## src/rtl/aclink_pkg.sv

```systemverilog
package aclink_pkg;
  localparam int ID_W   = 2;
  localparam int ADDR_W = 7;
  localparam int DATA_W = 16;

  typedef struct packed {
    logic [ID_W-1:0]   id;
    logic              write;
    logic [ADDR_W-1:0] addr;
    logic [DATA_W-1:0] data;
  } cmd_t;
endpackage

```

## src/rtl/aclink_bit_timer.sv

```systemverilog
module aclink_bit_timer #(
  parameter int FRAME_W = 256,
  parameter int TAG_W   = 16,
  localparam int CNT_W  = $clog2(FRAME_W)
) (
  input  logic             clk,
  input  logic             rst_n,
  output logic [CNT_W-1:0] pos,
  output logic             frame_last,
  output logic             in_tag
);
  localparam logic [CNT_W-1:0] LAST = CNT_W'(FRAME_W - 1);

  always_ff @(posedge clk or negedge rst_n) begin
    if (!rst_n)          pos <= '0;
    else if (frame_last) pos <= '0;
    else                 pos <= pos + 1'b1;
  end

  assign frame_last = (pos == LAST);
  assign in_tag     = (pos < CNT_W'(TAG_W));
endmodule

```

## src/rtl/aclink_cmd_stage.sv

```systemverilog
module aclink_cmd_stage
  import aclink_pkg::*;
(
  input  logic clk,
  input  logic rst_n,
  input  logic req_valid,
  input  cmd_t req_cmd,
  input  logic frame_last,
  output logic req_ready,
  output logic act_valid,
  output cmd_t act_cmd
);
  logic pend_valid;
  cmd_t pend_cmd;
  logic take;

  assign req_ready = !pend_valid;
  assign take      = req_valid && req_ready;

  always_ff @(posedge clk or negedge rst_n) begin
    if (!rst_n) begin
      pend_valid <= 1'b0;
      pend_cmd   <= '0;
      act_valid  <= 1'b0;
      act_cmd    <= '0;
    end else if (frame_last) begin
      // frame boundary: pending (or a same-edge request) moves to the wire
      act_valid  <= pend_valid || take;
      act_cmd    <= pend_valid ? pend_cmd : req_cmd;
      pend_valid <= 1'b0;
    end else if (take) begin
      pend_valid <= 1'b1;
      pend_cmd   <= req_cmd;
    end
  end
endmodule

```

## src/rtl/aclink_slot_encoder.sv

```systemverilog
module aclink_slot_encoder
  import aclink_pkg::*;
#(
  parameter int TAG_W      = 16,
  parameter int SLOT_W     = 20,
  parameter int SLOT_COUNT = 12,
  localparam int FRAME_W   = TAG_W + SLOT_COUNT * SLOT_W,
  localparam int CNT_W     = $clog2(FRAME_W)
) (
  input  logic             act_valid,
  input  cmd_t             act_cmd,
  input  logic [CNT_W-1:0] pos,
  output logic             bit_out
);
  logic               primary;
  logic [TAG_W-1:0]   tag_w;
  logic [SLOT_W-1:0]  slot_w [SLOT_COUNT];
  logic [FRAME_W-1:0] frame_vec;

  assign primary = (act_cmd.id == '0);

  always_comb begin
    tag_w            = '0;
    tag_w[TAG_W-1]   = act_valid;
    tag_w[TAG_W-2]   = act_valid && primary;
    tag_w[TAG_W-3]   = act_valid && primary && act_cmd.write;
    tag_w[ID_W-1:0]  = act_valid ? act_cmd.id : '0;
  end

  assign frame_vec[FRAME_W-1 -: TAG_W] = tag_w;

  for (genvar s = 0; s < SLOT_COUNT; s++) begin : g_slot
    if (s == 0) begin : g_addr
      assign slot_w[s] = act_valid
        ? {~act_cmd.write, act_cmd.addr, {(SLOT_W-1-ADDR_W){1'b0}}}
        : '0;
    end else if (s == 1) begin : g_data
      assign slot_w[s] = (act_valid && act_cmd.write)
        ? {act_cmd.data, {(SLOT_W-DATA_W){1'b0}}}
        : '0;
    end else begin : g_zero
      assign slot_w[s] = '0;
    end
    assign frame_vec[FRAME_W-1-TAG_W-s*SLOT_W -: SLOT_W] = slot_w[s];
  end

  assign bit_out = frame_vec[CNT_W'(FRAME_W-1) - pos];
endmodule

```

## src/rtl/aclink_cmd_framer.sv

```systemverilog
module aclink_cmd_framer
  import aclink_pkg::*;
#(
  parameter int TAG_BITS   = 16,
  parameter int SLOT_BITS  = 20,
  parameter int SLOT_COUNT = 12,
  localparam int FRAME_W   = TAG_BITS + SLOT_COUNT * SLOT_BITS,
  localparam int CNT_W     = $clog2(FRAME_W)
) (
  input  logic              clk,
  input  logic              rst_n,
  input  logic              req_valid,
  output logic              req_ready,
  input  logic [ID_W-1:0]   req_id,
  input  logic              req_write,
  input  logic [ADDR_W-1:0] req_addr,
  input  logic [DATA_W-1:0] req_data,
  output logic              sync,
  output logic              sdout,
  output logic              done
);
  logic [CNT_W-1:0] pos;
  logic             frame_last;
  logic             act_valid;
  cmd_t             act_cmd;
  cmd_t             req_cmd;

  assign req_cmd = '{id: req_id, write: req_write, addr: req_addr, data: req_data};

  aclink_bit_timer #(.FRAME_W(FRAME_W), .TAG_W(TAG_BITS)) u_timer (
    .clk(clk), .rst_n(rst_n), .pos(pos), .frame_last(frame_last), .in_tag(sync)
  );

  aclink_cmd_stage u_stage (
    .clk(clk), .rst_n(rst_n), .req_valid(req_valid), .req_cmd(req_cmd),
    .frame_last(frame_last), .req_ready(req_ready),
    .act_valid(act_valid), .act_cmd(act_cmd)
  );

  aclink_slot_encoder #(.TAG_W(TAG_BITS), .SLOT_W(SLOT_BITS), .SLOT_COUNT(SLOT_COUNT)) u_enc (
    .act_valid(act_valid), .act_cmd(act_cmd), .pos(pos), .bit_out(sdout)
  );

  assign done = act_valid && frame_last;
endmodule

```

## config.mk

```make
export PLATFORM = sky130hd
export DESIGN_NAME = aclink_cmd_framer
export DESIGN_NICKNAME = d
export VERILOG_FILES = /design/src/rtl/aclink_pkg.sv /design/src/rtl/aclink_bit_timer.sv /design/src/rtl/aclink_cmd_stage.sv /design/src/rtl/aclink_slot_encoder.sv /design/src/rtl/aclink_cmd_framer.sv
export SDC_FILE = /design/constraint.sdc
export NUM_CORES = 1
export LEC_CHECK = 0
export CORE_MARGIN = 4
export CORE_UTILIZATION = 62
export CTS_CLUSTER_SIZE = 20
export DETAILED_ROUTE_END_ITERATION = 8
export DONT_BUFFER_PORTS = 1
export HOLD_SLACK_MARGIN = 0.15
export PLACE_DENSITY = 0.78
export SYNTH_ARGS = -nofsm -noshare
export SYNTH_HDL_FRONTEND = slang
export SYNTH_SLANG_ARGS = --single-unit
```

## constraint.sdc

```tcl
create_clock -name clk -period 3 [get_ports clk]
set_clock_uncertainty 0.2 [all_clocks]
set_input_delay 0.15 -clock clk [delete_from_list [all_inputs] [get_ports clk]]
set_output_delay 0.15 -clock clk [all_outputs]
set_load 0.02 [all_outputs]
```

# Word-level counts from Yosys, hierarchy flattened
# Cells that the tools add are included.
[totals]
wordCells = 37
regBits = 62
inputBits = 29
[op_classes]
bitwise_logic = 2
n_reduce_logical = 10
add_sub_neg = 2
eq_ne = 1
n_lt_le_gt_ge = 2
n_mux = 9
[op_table]
columns = ["op", "n"]
rows = [
  ["two-way mux 20 bit", 2],
  ["two-way mux 26 bit", 1],
  ["< comparator 8 x 9 -> 1 bit, second input constant", 1],
  ["adder 8 x 1 -> 8 bit, second input constant", 1],
  ["binary-select mux 1 bit (select 8 bit)", 1],
  ["equality test 8 bit, second input constant", 1],
  ["< comparator 8 x 5 -> 1 bit, second input constant", 1],
  ["two-way mux 8 bit", 1],
  ["subtractor 8 bit, first input constant", 1],
  ["logical AND 1 bit", 5],
  ["two-way mux 1 bit", 3],
  ["zero test 2 bit", 1],
  ["two-way mux 2 bit", 1],
  ["inverter 1 bit", 2],
  ["AND reduction 2 bit", 1],
  ["nonzero test 2 bit", 1],
  ["zero test 1 bit", 1],
  ["logical OR 1 bit", 1],
]

# Longest topological paths before layout
[depth]
depth_word = 5
ltp_mapped = 9
depth_no_buf = 6

# Modules after synthesis
# From an unflattened synthesis, not the netlist that was laid out.
[hier_totals]
cells_unflattened = 257
area_unflattened_um2 = 2965.3
[by_module_without_submodules]
columns = ["module", "cells_per_inst", "seq_area_each_um2", "area_each_um2", "n_inst"]
rows = [
  ["aclink_cmd_stage", 175, 1351.3, 2240.9, 1],
  ["aclink_slot_encoder", 51, 0.0, 369.1, 1],
  ["aclink_bit_timer", 30, 200.2, 349.1, 1],
  ["aclink_cmd_framer", 1, 0.0, 6.3, 1],
]

# Least setup slack after synthesis
# OpenSTA, ideal clock, no wires.
[synth_timing]
kind = "flip-flop to flip-flop"
start = "register u_timer.pos[1]"
end = "register u_stage.pend_cmd[0] (netlist bit)"
setup_time_ns = 0.125
t_required_ns = 2.675
stages_incl_launch_ff = 10
arrival_time_ns = 1.945
path_slack_ns = 0.730
cell_sequence = "dfrtp_1 ha_1 nand3_2 nor2_1 and4_4 clkbuf_2 or3b_1 buf_6 buf_6 mux2_4"
[synth_via]
elab_chain_cells = 3
[synth_rtl]
columns = ["element", "line_no", "text"]
rows = [
  ["start: declaration", "aclink_bit_timer.sv:8", "output logic [CNT_W-1:0] pos,"],
  ["start signal: assignment", "aclink_bit_timer.sv:17", "else pos <= pos + 1'b1;"],
  ["equality test 8 bit", "aclink_bit_timer.sv:20", "assign frame_last = (pos == LAST);"],
  ["inverter 1 bit (no line)", "-", ""],
  ["AND reduction 2 bit (no line)", "-", ""],
  ["end signal: assignment", "aclink_cmd_stage.sv:33", "pend_cmd <= req_cmd;"],
  ["end: declaration", "aclink_cmd_stage.sv:14", "cmd_t pend_cmd;"],
]
# Every way passes these cells.
# A chain may end at the register's enable or synchronous reset.

# Worst setup path after layout
[layout_timing]
start = "register u_timer.pos[1]"
end = "output port done"
[layout_via]
elab_chain_cells = 2
[layout_rtl]
columns = ["element", "line_no", "text"]
rows = [
  ["equality test 8 bit", "aclink_bit_timer.sv:20", ""],
  ["logical AND 1 bit", "aclink_cmd_framer.sv:44", "assign done = act_valid && frame_last;"],
  ["end: declaration", "aclink_cmd_framer.sv:20", "output logic done"],
]
# Every way passes these cells.

==> results <==
- For the worst flop-to-flop path, the logic depth is 8.
- The synthesized design contains 0 enable-type register cells.
- The overall routed net length is about 5600 µm.
- The max-slew violation total from the final report is 0.
- The average cell area after synthesis is roughly 12 µm².
- The share of the cycle needed by the critical path after routing is 0.9049.
- Of the cells placed in the final design, the portion with a size suffix greater than 1 is 0.1781.
- After clock tree synthesis, the repair step resized 0 gates.
- In this run the horizontal extent of the chip is ~78 µm.
- The total clock sinks is between 60 and 70.
- The run finished with clean final reports.
- The signal on the critical path passes through ha_1, nand3_2, nor2_1, and4_4, buf_4, and2_1.
- The number of hold-slack violations in the final timing report is 0.
- The area added between synthesis and finish is 18.06%.
- The unique cell type count in the Yosys netlist is 38.
- Setup violations remaining at the end of the flow were counted as 0.
- The longest clock path from root to sink contains 2 buffers.
- The launch instance of the worst min-delay path is req_valid.
- STA classifies the critical path startpoint as a register.
- At the pin with the least slew margin, the transition time is 504.4 ps.
- The remaining global-route overflow is 0.
- Setup repair after global routing left no endpoint under its margin.
- The summed instance area of the synthesized netlist is around 3000 µm².
- The path with the worst hold slack has its endpoint at u_stage.pend_cmd[23]$_DFFE_PN0P_.
- The global-route usage over all layers is 0.2140.
- The path type of the worst min-delay path is input port to register.
- The first-pass GRT wire length is approximately 9900 µm.
- The post-synthesis cell count is about 260.
- Of the total power, the clock network draws 0.392.
- Measured on the finished design, the core utilization comes to 0.7531.
- Counting instances, the worst hold path has a depth of 3.
- The TritonCTS clock tree is done.
- After routing the design area is about 3600 µm².
- The share of total power dissipated in combinational logic is 0.083.
- The register-to-register setup slack is ~460 ps.
- The sequential share of the synthesized area is 0.5150.
- Dividing the detail-routed wire length by the instance count gives approximately 16 µm.
- Dividing total power by cell area gives a power density of a little under 500 nW/µm².
- The number of nets with antenna violations after detailed routing is 0.
- For this block, the via count after detailed routing is 1983.
- Summing all placed instances gives a cell area of about 3000 µm².
- The region available for standard cell placement spans 4723 µm².
- The slowest cell on the critical path is dfrtp_1.
- The last weighted congestion value of the routability-driven placer is around 1.
- The die extent in y is 77.71 µm.
- For this run, asynchronously set or reset flops after synthesis account for 1.000.
- The share of total power dissipated in sequential elements is 0.525.
- The number of nets in the synthesized netlist is ~290.
- The kind of critical path is register to output pin.
- The clock-pin slew reported for the worst setup and hold paths after clock tree synthesis is 70 ps.
- The analysis attributes to cell leakage a power of 1.701 nW.
- The most used flip-flop cell after synthesis is dfrtp_1.
- The DRC violations left is 0.
- The count of antenna diodes in the layout is 0.
- The smallest clock period supported by the final layout is computed as about 2700 ps.
- Data on the critical path is required at its endpoint by between 2000 and 3000 ps.
- During synthesis, Yosys emitted a total of 0 warnings.
- The delay of the slowest cell on the worst path is between 500 and 600 ps.
- Pin placement for this block handled 33 I/O pins.
- In this run the clock root is driven by a clkbuf_8.
- The timing-limited maximum frequency is ~0.37 GHz.
- For this design the total switching power over the nets is 0.3827 mW.
- The initial utilization of the core area, before any placement, comes to 0.6379.
- The number of cells after detailed placement is about 310.
- The detailed router finished its first iteration with 140 violations.
- Internal power comes to between 1 and 1.5 mW.
- In this run the tightest slew margin relative to its limit is 0.6637.
- Across all hold checks on the routed design, the worst slack comes to 217.1 ps.
- The largest fanout on the critical path is 30.
- The critical path endpoint category is an output pin.
- Across the VDD grid, the largest voltage drop is between 300 and 400 µV.
- The count of buffers added on input and output ports is 0.
- The worst register-to-register path begins at u_timer.pos[1]$_DFF_PN0_.
- The worst flop-to-flop path endpoint is u_stage.act_cmd[0]$_DFFE_PN0P_.
- The final setup TNS is 0 ps.
- The number of max-cap violations is 0.
- The row count is 25.
- The number of antenna violations at the first check in global routing was 0.
- The number of global-route vias before repair is roughly 2000.
- The floorplan step defined a die boundary enclosing approximately 6000 µm².
- The total clock buffers created by CTS is 9.
- The final layout contains ~320 nets.
- The post-layout instance count excluding filler cells is approximately 360.
- At the later pin of the worst-skew pair, clock insertion delay measures 340 ps.
- Leaving out fill and tap cells, the most frequent cell in the layout is dfrtp_1.
- Before antenna repair, the detailed router went through 4 iterations.
- In the routed layout, each cell is associated on average with a via count of between 5 and 6.
- The number of synthesized register bits is 62.
- Of the total power, the share spent switching nets is 0.2236.
- In the layout the commonest cells are 62 x dfrtp_1, 38 x nor2_1, 31 x mux2i_1, 28 x a21oi_1, 28 x dlygate4sd3_1.
- Once detailed placement completed, the half-perimeter wirelength came to about 3500 µm.
- STA puts the critical path data arrival time at roughly 2400 ps.
- The count of H-tree levels built during CTS is 3.
- Entering global routing, the biggest net connects 63 pins.
## stage by stage
step,worst slack (ps),total power [mW]
6_report,285.4,1.712
5_1_grt,57.95,1.787
4_1_cts,284.5,1.729
3_5_place_dp,555.2,0.9965
3_3_place_gp,628.3,0.9925
2_1_floorplan,729.8,0.9806
## how the worst max path moves through the flow
| stage | slack [ps] | from | to | cells past startpoint |
|---|---|---|---|---|
| floorplan | 730 | u_timer.pos[1]$_DFF_PN0_ | u_stage.pend_cmd[0]$_DFFE_PN0P_ | 9 |
| global placement | 630 | u_timer.pos[1]$_DFF_PN0_ | u_stage.act_cmd[2]$_DFFE_PN0P_ | 8 |
| detailed placement | 560 | u_timer.pos[1]$_DFF_PN0_ | u_stage.act_cmd[0]$_DFFE_PN0P_ | 8 |
| CTS | 280 | u_timer.pos[1]$_DFF_PN0_ | done | 6 |
| global route | 60 | u_timer.pos[1]$_DFF_PN0_ | done | 6 |
| finish | 290 | u_timer.pos[1]$_DFF_PN0_ | done | 6 |
## power by group through the flow
stage          sequential [mW]  clock (mW)  combinational, mW
6_report                 0.899       0.671              0.142
5_1_grt                  0.904       0.727              0.156
4_1_cts                  0.899       0.688              0.143
3_5_place_dp             0.914           0             0.0827
3_3_place_gp             0.911           0             0.0815
2_1_floorplan            0.908           0             0.0730
## sequential cells by signal (all words and copies together), names as in the netlist
name / flops
u_stage.act_cmd: 26
u_stage.act_valid: 1
u_stage.pend_cmd: 26
u_stage.pend_valid: 1
u_timer.pos: 8
## worst max-delay path: cells and delay by family (launching register included)
family / cells / cell delay, ps
simple gates: 4 / 890
buf+inv: 1 / 280
flops: 1 / 570
fa+ha+maj: 1 / 280
## final cells by class
class	count	area (µm²)
flip-flops and latches	62	1551
multi-input cells	174	1338
fillers	307	1166
repair buffers	37	387.9
clock buffers	12	165.2
well taps	67	83.83
clock inverters	4	20.02
inverters	3	11.26
## synth_stat cells (all sizes together), types with 2 or more instances
master,n,area share
a21oi,28,0.047
a31oi,4,0.0083
and2,2,0.0042
buf,11,0.027
clkbuf,8,0.010
dfrtp,62,0.51
inv,3,0.0037
mux2,28,0.13
mux2i,31,0.10
mux4,2,0.015
nand2,5,0.0062
nand3,7,0.013
nand4,4,0.0083
nor2,38,0.047
nor2b,2,0.0042
o21ai,4,0.0066
or3,2,0.0042
xnor2,2,0.0058
xor2,3,0.0087
## metal layers
metal,global-route usage,part of all wire,vias to the layer above
li1,-,-,961
met1,0.2773,0.46,963
met2,0.3202,0.47,47
met3,0.07889,0.046,12
met4,0.09786,0.020,0
met5,0,0,-
## cell families after synthesis
kind of cell    share of synthesized area
mux                                0.2475
xor+xnor                          0.01454
simple gates                       0.1055
compound gates                    0.07226
flops                              0.5150
fa+ha+maj                        0.004152
buf+inv                           0.04111
## timing repair
action,4_1_cts,5_1_grt
hold buffers,30,0
buffers inserted,0,0
endpoints found under the hold margin,116,0
Note: power is estimated with default switching activity, not from simulation.
